<file path="src/rtl/wp_unlock_pkg.sv">
package wp_unlock_pkg;
    typedef enum logic [1:0] {
        ST_IDLE  = 2'd0,
        ST_GOT1  = 2'd1,
        ST_GOT2  = 2'd2,
        ST_ARMED = 2'd3
    } seq_state_t;

    localparam logic [14:0] CODE_ADDR_A = 15'h5555;
    localparam logic [14:0] CODE_ADDR_B = 15'h2AAA;
    localparam logic [7:0]  CODE_BYTE_1 = 8'hAA;
    localparam logic [7:0]  CODE_BYTE_2 = 8'h55;
    localparam logic [7:0]  ARM_KEY     = 8'hA0;
endpackage

</file>
<file path="src/rtl/wp_code_match.sv">
module wp_code_match
    import wp_unlock_pkg::*;
#(
    parameter int ADDR_W = 15,
    parameter int DATA_W = 8,
    parameter logic [7:0] DIS_KEY = 8'h20
) (
    input  logic [ADDR_W-1:0] addr,
    input  logic [DATA_W-1:0] data,
    output logic              is_first,
    output logic              is_second,
    output logic              is_arm,
    output logic              is_dis
);
    localparam int CMP_W = 15;

    logic [CMP_W-1:0] a_low;
    logic             at_a;

    generate
        if (ADDR_W > CMP_W) begin : g_trim
            assign a_low = addr[CMP_W-1:0];
        end else begin : g_pad
            assign a_low = CMP_W'(addr);
        end
    endgenerate

    assign at_a      = (a_low == CODE_ADDR_A);
    assign is_first  = at_a && (data[7:0] == CODE_BYTE_1);
    assign is_second = (a_low == CODE_ADDR_B) && (data[7:0] == CODE_BYTE_2);
    assign is_arm    = at_a && (data[7:0] == ARM_KEY);
    assign is_dis    = at_a && (data[7:0] == DIS_KEY);
endmodule

</file>
<file path="src/rtl/wp_load_window.sv">
module wp_load_window #(
    parameter int WINDOW = 16
) (
    input  logic clk,
    input  logic rst_n,
    input  logic active,
    input  logic stb,
    output logic expire
);
    localparam int CNT_W = (WINDOW > 2) ? $clog2(WINDOW) : 1;
    localparam logic [CNT_W-1:0] LAST = CNT_W'(WINDOW - 1);

    logic [CNT_W-1:0] cnt;

    assign expire = active && !stb && (cnt == LAST);

    always_ff @(posedge clk or negedge rst_n) begin
        if (!rst_n) begin
            cnt <= '0;
        end else if (!active || stb || expire) begin
            cnt <= '0;
        end else begin
            cnt <= cnt + 1'b1;
        end
    end

    // the idle-cycle count never passes the last cycle of the window
    a_r9_count_bound: assert property (@(posedge clk) disable iff (!rst_n)
        cnt <= LAST);
    // the count starts again after every strobe
    a_r9_restart: assert property (@(posedge clk) disable iff (!rst_n)
        stb |=> cnt == '0);
endmodule

</file>
<file path="src/rtl/wp_unlock_seq.sv">
module wp_unlock_seq
    import wp_unlock_pkg::*;
#(
    parameter int ADDR_W = 15,
    parameter int DATA_W = 8,
    parameter int WINDOW = 16,
    parameter logic [7:0] DIS_KEY = 8'h20
) (
    input  logic              clk,
    input  logic              rst_n,
    input  logic              por_n,
    input  logic              wr_stb,
    input  logic [ADDR_W-1:0] wr_addr,
    input  logic [DATA_W-1:0] wr_data,
    output logic              wr_ok,
    output logic              prot_on
);
    seq_state_t state, nxt;
    logic is_first, is_second, is_arm, is_dis;
    logic expire;
    logic permit_n, set_prot, clr_prot;

    wp_code_match #(.ADDR_W(ADDR_W), .DATA_W(DATA_W), .DIS_KEY(DIS_KEY)) u_match (
        .addr      (wr_addr),
        .data      (wr_data),
        .is_first  (is_first),
        .is_second (is_second),
        .is_arm    (is_arm),
        .is_dis    (is_dis)
    );

    wp_load_window #(.WINDOW(WINDOW)) u_window (
        .clk    (clk),
        .rst_n  (rst_n),
        .active (state != ST_IDLE),
        .stb    (wr_stb),
        .expire (expire)
    );

    always_comb begin
        nxt      = state;
        permit_n = 1'b0;
        set_prot = 1'b0;
        clr_prot = 1'b0;
        if (expire) begin
            nxt = ST_IDLE;
        end else if (wr_stb) begin
            unique case (state)
                ST_IDLE: begin
                    if (is_first) nxt = ST_GOT1;
                    else permit_n = !prot_on;
                end
                ST_GOT1: begin
                    nxt = is_second ? ST_GOT2 : ST_IDLE;
                end
                ST_GOT2: begin
                    if (is_arm) begin
                        nxt = ST_ARMED;
                    end else begin
                        nxt      = ST_IDLE;
                        clr_prot = is_dis;
                    end
                end
                ST_ARMED: begin
                    nxt      = ST_IDLE;
                    permit_n = 1'b1;
                    set_prot = 1'b1;
                end
                default: nxt = ST_IDLE;
            endcase
        end
    end

    always_ff @(posedge clk or negedge rst_n) begin
        if (!rst_n) state <= ST_IDLE;
        else        state <= nxt;
    end

    always_ff @(posedge clk or negedge rst_n) begin
        if (!rst_n) wr_ok <= 1'b0;
        else        wr_ok <= permit_n;
    end

    always_ff @(posedge clk or negedge por_n) begin
        if (!por_n)        prot_on <= 1'b0;
        else if (set_prot) prot_on <= 1'b1;
        else if (clr_prot) prot_on <= 1'b0;
    end

    // a permit always belongs to a strobed write
    a_r2_permit_from_stb: assert property (@(posedge clk) disable iff (!rst_n || !por_n)
        wr_ok |-> $past(wr_stb));
    // protection turns on only through a write taken in the armed state
    a_r4_enable_path: assert property (@(posedge clk) disable iff (!rst_n || !por_n)
        $rose(prot_on) |-> $past(state == ST_ARMED && wr_stb));
    // protection turns off only on the third prefix cycle
    a_r10_disable_path: assert property (@(posedge clk) disable iff (!rst_n || !por_n)
        $fell(prot_on) |-> $past(state == ST_GOT2 && wr_stb));
    // under protection a permit needs a completed prefix
    a_r6_guarded_write: assert property (@(posedge clk) disable iff (!rst_n || !por_n)
        (wr_ok && $past(prot_on)) |-> $past(state == ST_ARMED));
    // code cycles matching the next step are never permitted
    a_r3_code_blocked: assert property (@(posedge clk) disable iff (!rst_n || !por_n)
        (wr_stb && state == ST_GOT1 && is_second) |=> !wr_ok);
endmodule

</file>
<file path="config.mk">
export PLATFORM = sky130hd
export DESIGN_NAME = wp_unlock_seq
export DESIGN_NICKNAME = d
export VERILOG_FILES = /design/src/rtl/wp_unlock_pkg.sv /design/src/rtl/wp_code_match.sv /design/src/rtl/wp_load_window.sv /design/src/rtl/wp_unlock_seq.sv
export SDC_FILE = /design/constraint.sdc
export NUM_CORES = 1
export LEC_CHECK = 0
export ABC_AREA = 1
export BUFFER_PORTS_ARGS = -buffer_cell sky130_fd_sc_hd__buf_2
export CAP_MARGIN = 0
export CORE_ASPECT_RATIO = 1.1
export CORE_UTILIZATION = 41
export DETAILED_ROUTE_END_ITERATION = 10
export PLACE_DENSITY = 0.73
export SLEW_MARGIN = 15
export SYNTH_ARGS = -nofsm -noshare
export SYNTH_HDL_FRONTEND = slang
export SYNTH_SLANG_ARGS = --single-unit
</file>
<file path="constraint.sdc">
create_clock -name clk -period 1.2 [get_ports clk]
set_input_delay 0.18 -clock clk [delete_from_list [all_inputs] [get_ports clk]]
set_output_delay 0.18 -clock clk [all_outputs]
set_load 0.005 [all_outputs]
</file>
==> results of run 1 <==
-- power groups by stage --
| stage | clock [mW] | sequential, mW | combinational [mW] |
|---|---|---|---|
| 2_1_floorplan | 0 | 0.339 | 0.186 |
| 3_3_place_gp | 0 | 0.339 | 0.311 |
| 3_5_place_dp | 0 | 0.341 | 0.316 |
| 4_1_cts | 0.210 | 0.341 | 0.350 |
| 5_1_grt | 0.218 | 0.344 | 0.414 |
| 6_report | 0.196 | 0.340 | 0.365 |
-- cell families after synthesis --
kind of cell	after synthesis	synth area share, %
DFF	8	29.8
buffers and inverters	21	11.7
AOI/OAI and AO/OA	6	4.47
xor gates and xnor gates	1	1.30
and+or+nand+nor	65	43.4
adders and majority gates	5	9.31
-- worst max path at each step --
stage,from,end,slack [ns]
final,state[0]$_DFFE_PN0P_,wr_ok$_DFF_PN0_,0.02
after global routing,state[0]$_DFFE_PN0P_,state[0]$_DFFE_PN0P_,-0.04
after CTS,state[0]$_DFFE_PN0P_,state[1]$_DFFE_PN0P_,0.01
after detailed placement,state[0]$_DFFE_PN0P_,wr_ok$_DFF_PN0_,-0.03
after global placement,state[0]$_DFFE_PN0P_,wr_ok$_DFF_PN0_,-0.005
after floorplan,state[0]$_DFFE_PN0P_,wr_ok$_DFF_PN0_,0.05
-- cells in the mapped netlist (all sizes together) --
master and number:
a21oi 3, dfrtp 8, ha 5, inv 21, nand2 25, nand3 6, nand3b 3, nand4 6
nor2 23, nor3b 1, o21ai 3, or2 1, xor2 1
-- area by class of cell --
cell class                      instances  area share [%]
Multi-Input combinational cell         77            45.5
Inverter                               21            8.65
Clock buffer                            3            2.47
Sequential cell                         8            22.0
Timing Repair Buffer                   32            19.2
Tap cell                               16            2.20
-- state kept, by name, indices dropped and copies added (netlist names) --
register,count
state,2
prot_on,1
u_window.cnt,4
wr_ok,1
-- through the flow --
step | setup TNS [ns] | hold slack [ns] | utilization (%) | instances | total power [mW]
2_1_floorplan | 0 | -0.116 | - | 106 | 0.525
3_3_place_gp | -0.00525 | -0.0454 | 57.7 | 151 | 0.650
3_5_place_dp | -0.0318 | -0.0429 | 57.7 | 151 | 0.657
4_1_cts | 0 | 0.218 | 62.0 | 157 | 0.901
5_1_grt | -0.109 | 0.238 | 62.7 | 157 | 0.977
6_report | 0 | 0.248 | 62.7 | 157 | 0.901
-- per-layer routing --
metal	vias up	track usage, %	wire [um]
li1	399	-	-
met1	322	17.1	663
met2	19	34.3	773
met3	4	4.02	65
met4	0	12.0	27
met5	-	0	0
-- cell usage in the layout, fill, tap and decap left out, types with 3 or more instances in the layout --
cell,synthesis,routed
nand3_1,5,5
ha_1,5,4
nand2_1,25,25
dfrtp_1,8,8
nor2_1,22,20
nand4_1,6,6
clkbuf_4,0,3
inv_1,21,19
nor2_2,1,3
nand3b_1,3,3
buf_2,0,28
-- what timing repair did --
action                     4_1_cts  5_1_grt
gates resized for setup          5        5
pin swaps                        0        3
hold buffers                     2        0
setup endpoints to repair        5        4
hold endpoints to repair         8        0
buffers inserted                 1        0
==> results.toml, run 1 <==
[cells_and_area]
num-nets-final = 175
seq_area_sq_um = 200
finalInstanceArea_sq_um = 911
fill_cells = 138
n_antenna_cell = 0
multi_input_area_sq_um = 414
area_growth_pct = 35.6
drive_gt1_share_pct = 29.8

[critical_path]
crit_path_top_delay_cell = "dfrtp_1"
crit_family = "flip-flops"
arrival_ns = 1.35
cp.depth = 4
cp_data_required_time_ns = 1.37
cp_slowest_stage_delay_ns = 0.40
path_class = "reg -> reg"
ff2ff_path_depth = 4
cp_cell_sequence = "inv_2 -> ha_2 -> or2_4 -> a21oi_4"
r2r-start = "state[0]$_DFFE_PN0P_"
r2r-end = "wr_ok$_DFF_PN0_"
critPathBufInv = 1
crit_path_end_kind = "register"
rrSetupSlack_ns = 0.02
worstSetupStartpointType = "register"
crit_fanout = 3

[run]
maxCapViolations = 0

[sta]
skew_ns = 0.00109
setup_violations = 0
worst_slew_pin_slew_ns = 0.185
rsz0062_at_grt = "yes"
slew_violations = 0
fin_ws_ns = 0.0233
finalCritPeriodShare_pct = 98.1
relSlewSlack_pct = 87.6
fin_crit_ns = 1.18
max_freq_ghz = 0.850
hold_viol = 0

[synth]
syn_area_sq_um = 672
syn_avg_cell_area_sq_um = 6.34
synth_top_cells_by_area = "dfrtp_1 (30%), nand2_1 (14%), nor2_1 (12%)"
yosys.area.top_type_share_pct = 29.8
synth-seq-cells = 8
yosysUniqueCellTypes = 15
synth_warnings = 0
synth_seq_area_share_pct = 29.8
syn_inst = 106
yosysTopAreaCell = "dfrtp_1"
synth_nets = 138

[floorplanning]
fp.dieArea_sq_um = 1800
fp.dieW_um = 40.6
std_cell_rows = 14
start_util_pct = 46.2
die_h_um = 44.5
core_area_sq_um = 1450
io_pins = 29

[clocking]
cts_tree = "yes"
cts.sinks = 8
cts_made_buffers = 3
htree_levels = 1
cts_max_path_buffers = 2
clk_pin_slew_worst_paths_ns = 0.05
clk_latency_ns = 0.24
root_buffer = "clkbuf_4"

[status]
status = "completed"

[pwr]
swShare_pct = 34.4
power_frac_clock_pct = 21.7
ir_drop_v = 0.000745
pwr-share-seq_pct = 37.7
p_switching_mw = 0.310
p_per_area_nw_per_um2 = 989
internal_power_mw = 0.591
leakagePower_nw = 0.520
comb_power_share_pct = 40.5

[placed_design]
hpwlAfterDp_mm = 1.20
io_buffers = 28
gp_congestion = 0.887
dpl_worst_slack_ns = -0.0301
placed_cell_area_sq_um = 840

[detailed_routing]
firstDrtPassIters = 4
post-route-drc-count = 0
wirelength_mm = 1.53
dr.first_iter.drc_count = 9
ant_nets = 0
wl_per_cell_um = 9.75
routed_via_density = 4.74
num_vias = 744

[global_routing]
grt_usage_pct = 18.7
grt_overflow = 0
grt_start_max_net_pins = 8
grt_pass1_vias = 632
grt_pass1_wl_mm = 2.21
antenna_found_initial = 0

[worst_hold_path]
hp-class = "in -> async"
No activity file was read; power rests on OpenSTA's default activity.
==> run 2: changes to the inputs <==
- CORE_MARGIN: not set -> 10
- CORE_UTILIZATION: 41 -> 43
- CTS_BUF_LIST: not set -> sky130_fd_sc_hd__clkbuf_8
- PLACE_DENSITY: 0.73 -> 0.76
==> results.toml, run 2 (synthesis results as in run 1) <==
[status]
status = "complete, but fails checks"
violations = "negative setup slack"

[critical_path]
cp_data_required_time_ns = 1.36
arrival_ns = 1.39
path_class = "reg -> reg"
crit_path_end_kind = "register"
worstSetupStartpointType = "register"
crit_fanout = 3

[floorplanning]
fp.dieW_um = 57.7
fp.dieArea_sq_um = 3550
std_cell_rows = 14
die_h_um = 61.5
io_pins = 29
core_area_sq_um = 1420
start_util_pct = 47.4

[sta]
max_freq_ghz = 0.812
fin_ws_ns = -0.0311
setup_tns_ns = -0.0461
fin_crit_ns = 1.23
setup_violations = 3
worst_slew_pin_slew_ns = 0.206
finalCritPeriodShare_pct = 103
hold_viol = 0
relSlewSlack_pct = 86.2
slew_violations = 0
rsz0062_at_grt = "yes"
skew_ns = 0.00229

[detailed_routing]
routed-wl-met2_um = 947
ant_nets = 0
wirelength_mm = 1.91
drt-met1-wl_um = 757
wl_per_cell_um = 12.0
firstDrtPassIters = 4
post-route-drc-count = 0
num_vias = 759
route.top_layer_used = "met4"
wl_met3_um = 187
dr.first_iter.drc_count = 22
routed_via_density = 4.77

[placed_design]
io_buffers = 28
placed_cell_area_sq_um = 840
hpwlAfterDp_mm = 1.51
gp_congestion = 0.769

[pwr]
p_switching_mw = 0.359
leakagePower_nw = 0.538
ir_drop_v = 0.000782
p_per_area_nw_per_um2 = 1130
internal_power_mw = 0.736
power_frac_clock_pct = 29.4
swShare_pct = 32.8
pwr-share-seq_pct = 31.0
comb_power_share_pct = 39.6

[global_routing]
grt_start_max_net_pins = 8
grt_pass1_vias = 706
grt_usage_pct = 10.3
grt_overflow = 0
antenna_found_initial = 0
grt_pass1_wl_mm = 2.89

[cells_and_area]
n_antenna_cell = 0
final_cell_mix = "buf_2 (28), nand2_1 (24), nor2_1 (20), inv_1 (19), dfrtp_1 (8)"
drive_gt1_share_pct = 32.9
num-nets-final = 177
regMostFlops = "u_window.cnt"
finalInstanceArea_sq_um = 965
largestRegisters = "u_window.cnt (4), state (2)"
layout_commonest_cell = "buf_2"
area_growth_pct = 43.6
largest_reg_flops = 4

[clocking]
cts.sinks = 8
htree_levels = 1
root_buffer = "clkbuf_8"
cts_max_path_buffers = 2
clk_pin_slew_worst_paths_ns = 0.04
cts_made_buffers = 3
clk_latency_ns = 0.23
cts_tree = "yes"

[worst_hold_path]
hp-class = "in -> reg"

[run]
maxCapViolations = 0
run 2: per-layer routing:
layer	vias to the layer above	global-route usage, %
met5	-	0
met4	0	5.70
met3	3	5.56
li1	405	-
met1	327	10.4
met2	24	16.9
run 2: final cells by class:
cell class / count / area (sq um)
tap: 16 / 20.0
timing repair buffer: 34 / 190
inverter: 21 / 78.8
sequential: 8 / 200
multi-input combinational: 77 / 434
fill: 129 / 454
clock buffer: 3 / 41.3
run 2: final timing paths:
| kind | from | end | slack (ns) | cells past startpoint |
|---|---|---|---|---|
| setup / recovery | state[1]$_DFFE_PN0P_ | wr_ok$_DFF_PN0_ | -0.03 | 4 |
| hold / removal | wr_stb | u_window.cnt[2]$_DFF_PN0_ | 0.25 | 4 |
| setup reg to reg | state[1]$_DFFE_PN0P_ | wr_ok$_DFF_PN0_ | -0.03 | 4 |
| hold reg to reg | u_window.cnt[0]$_DFF_PN0_ | u_window.cnt[0]$_DFF_PN0_ | 0.46 | 1 |
| max in group asynchronous | rst_n | u_window.cnt[0]$_DFF_PN0_ | 0.73 | 2 |
| min in group asynchronous | por_n | prot_on$_DFFE_PN0P_ | 0.26 | 2 |
run 2: power by group through the flow:
stage	clock network [mW]	registers, mW	logic (mW)
6_report	0.322	0.339	0.434
5_1_grt	0.342	0.341	0.500
4_1_cts	0.331	0.336	0.333
3_5_place_dp	0	0.344	0.288
3_3_place_gp	0	0.342	0.284
2_1_floorplan	0	0.339	0.186
run 2: repair_timing:
| item | CTS | global route |
|---|---|---|
| hold buffers | 2 | 0 |
| setup endpoints to repair | 3 | 8 |
| resized for setup | 1 | 13 |
| cloned | 0 | 0 |
| pin swaps | 0 | 9 |
| setup buffers | 1 | 2 |
| endpoints found under the hold margin | 8 | 0 |
run 2: per-stage QoR:
step           std cells  utilization, %  setup WS, ns  hold WS (ns)  power, mW
2_1_floorplan        106               -        0.0490        -0.116      0.525
3_3_place_gp         151            59.2       -0.0116       -0.0406      0.626
3_5_place_dp         151            59.2       -0.0308       -0.0426      0.632
4_1_cts              157            64.3      -0.00313         0.241       1.00
5_1_grt              159            68.0        -0.104         0.263       1.18
6_report             159            68.0       -0.0311         0.245       1.09
run 2: critical path: stages (launching register included):
cell,delay (ns)
dfrtp_1,0.43
inv_2,0.11
ha_2,0.27
or2_4,0.25
a21oi_2,0.10
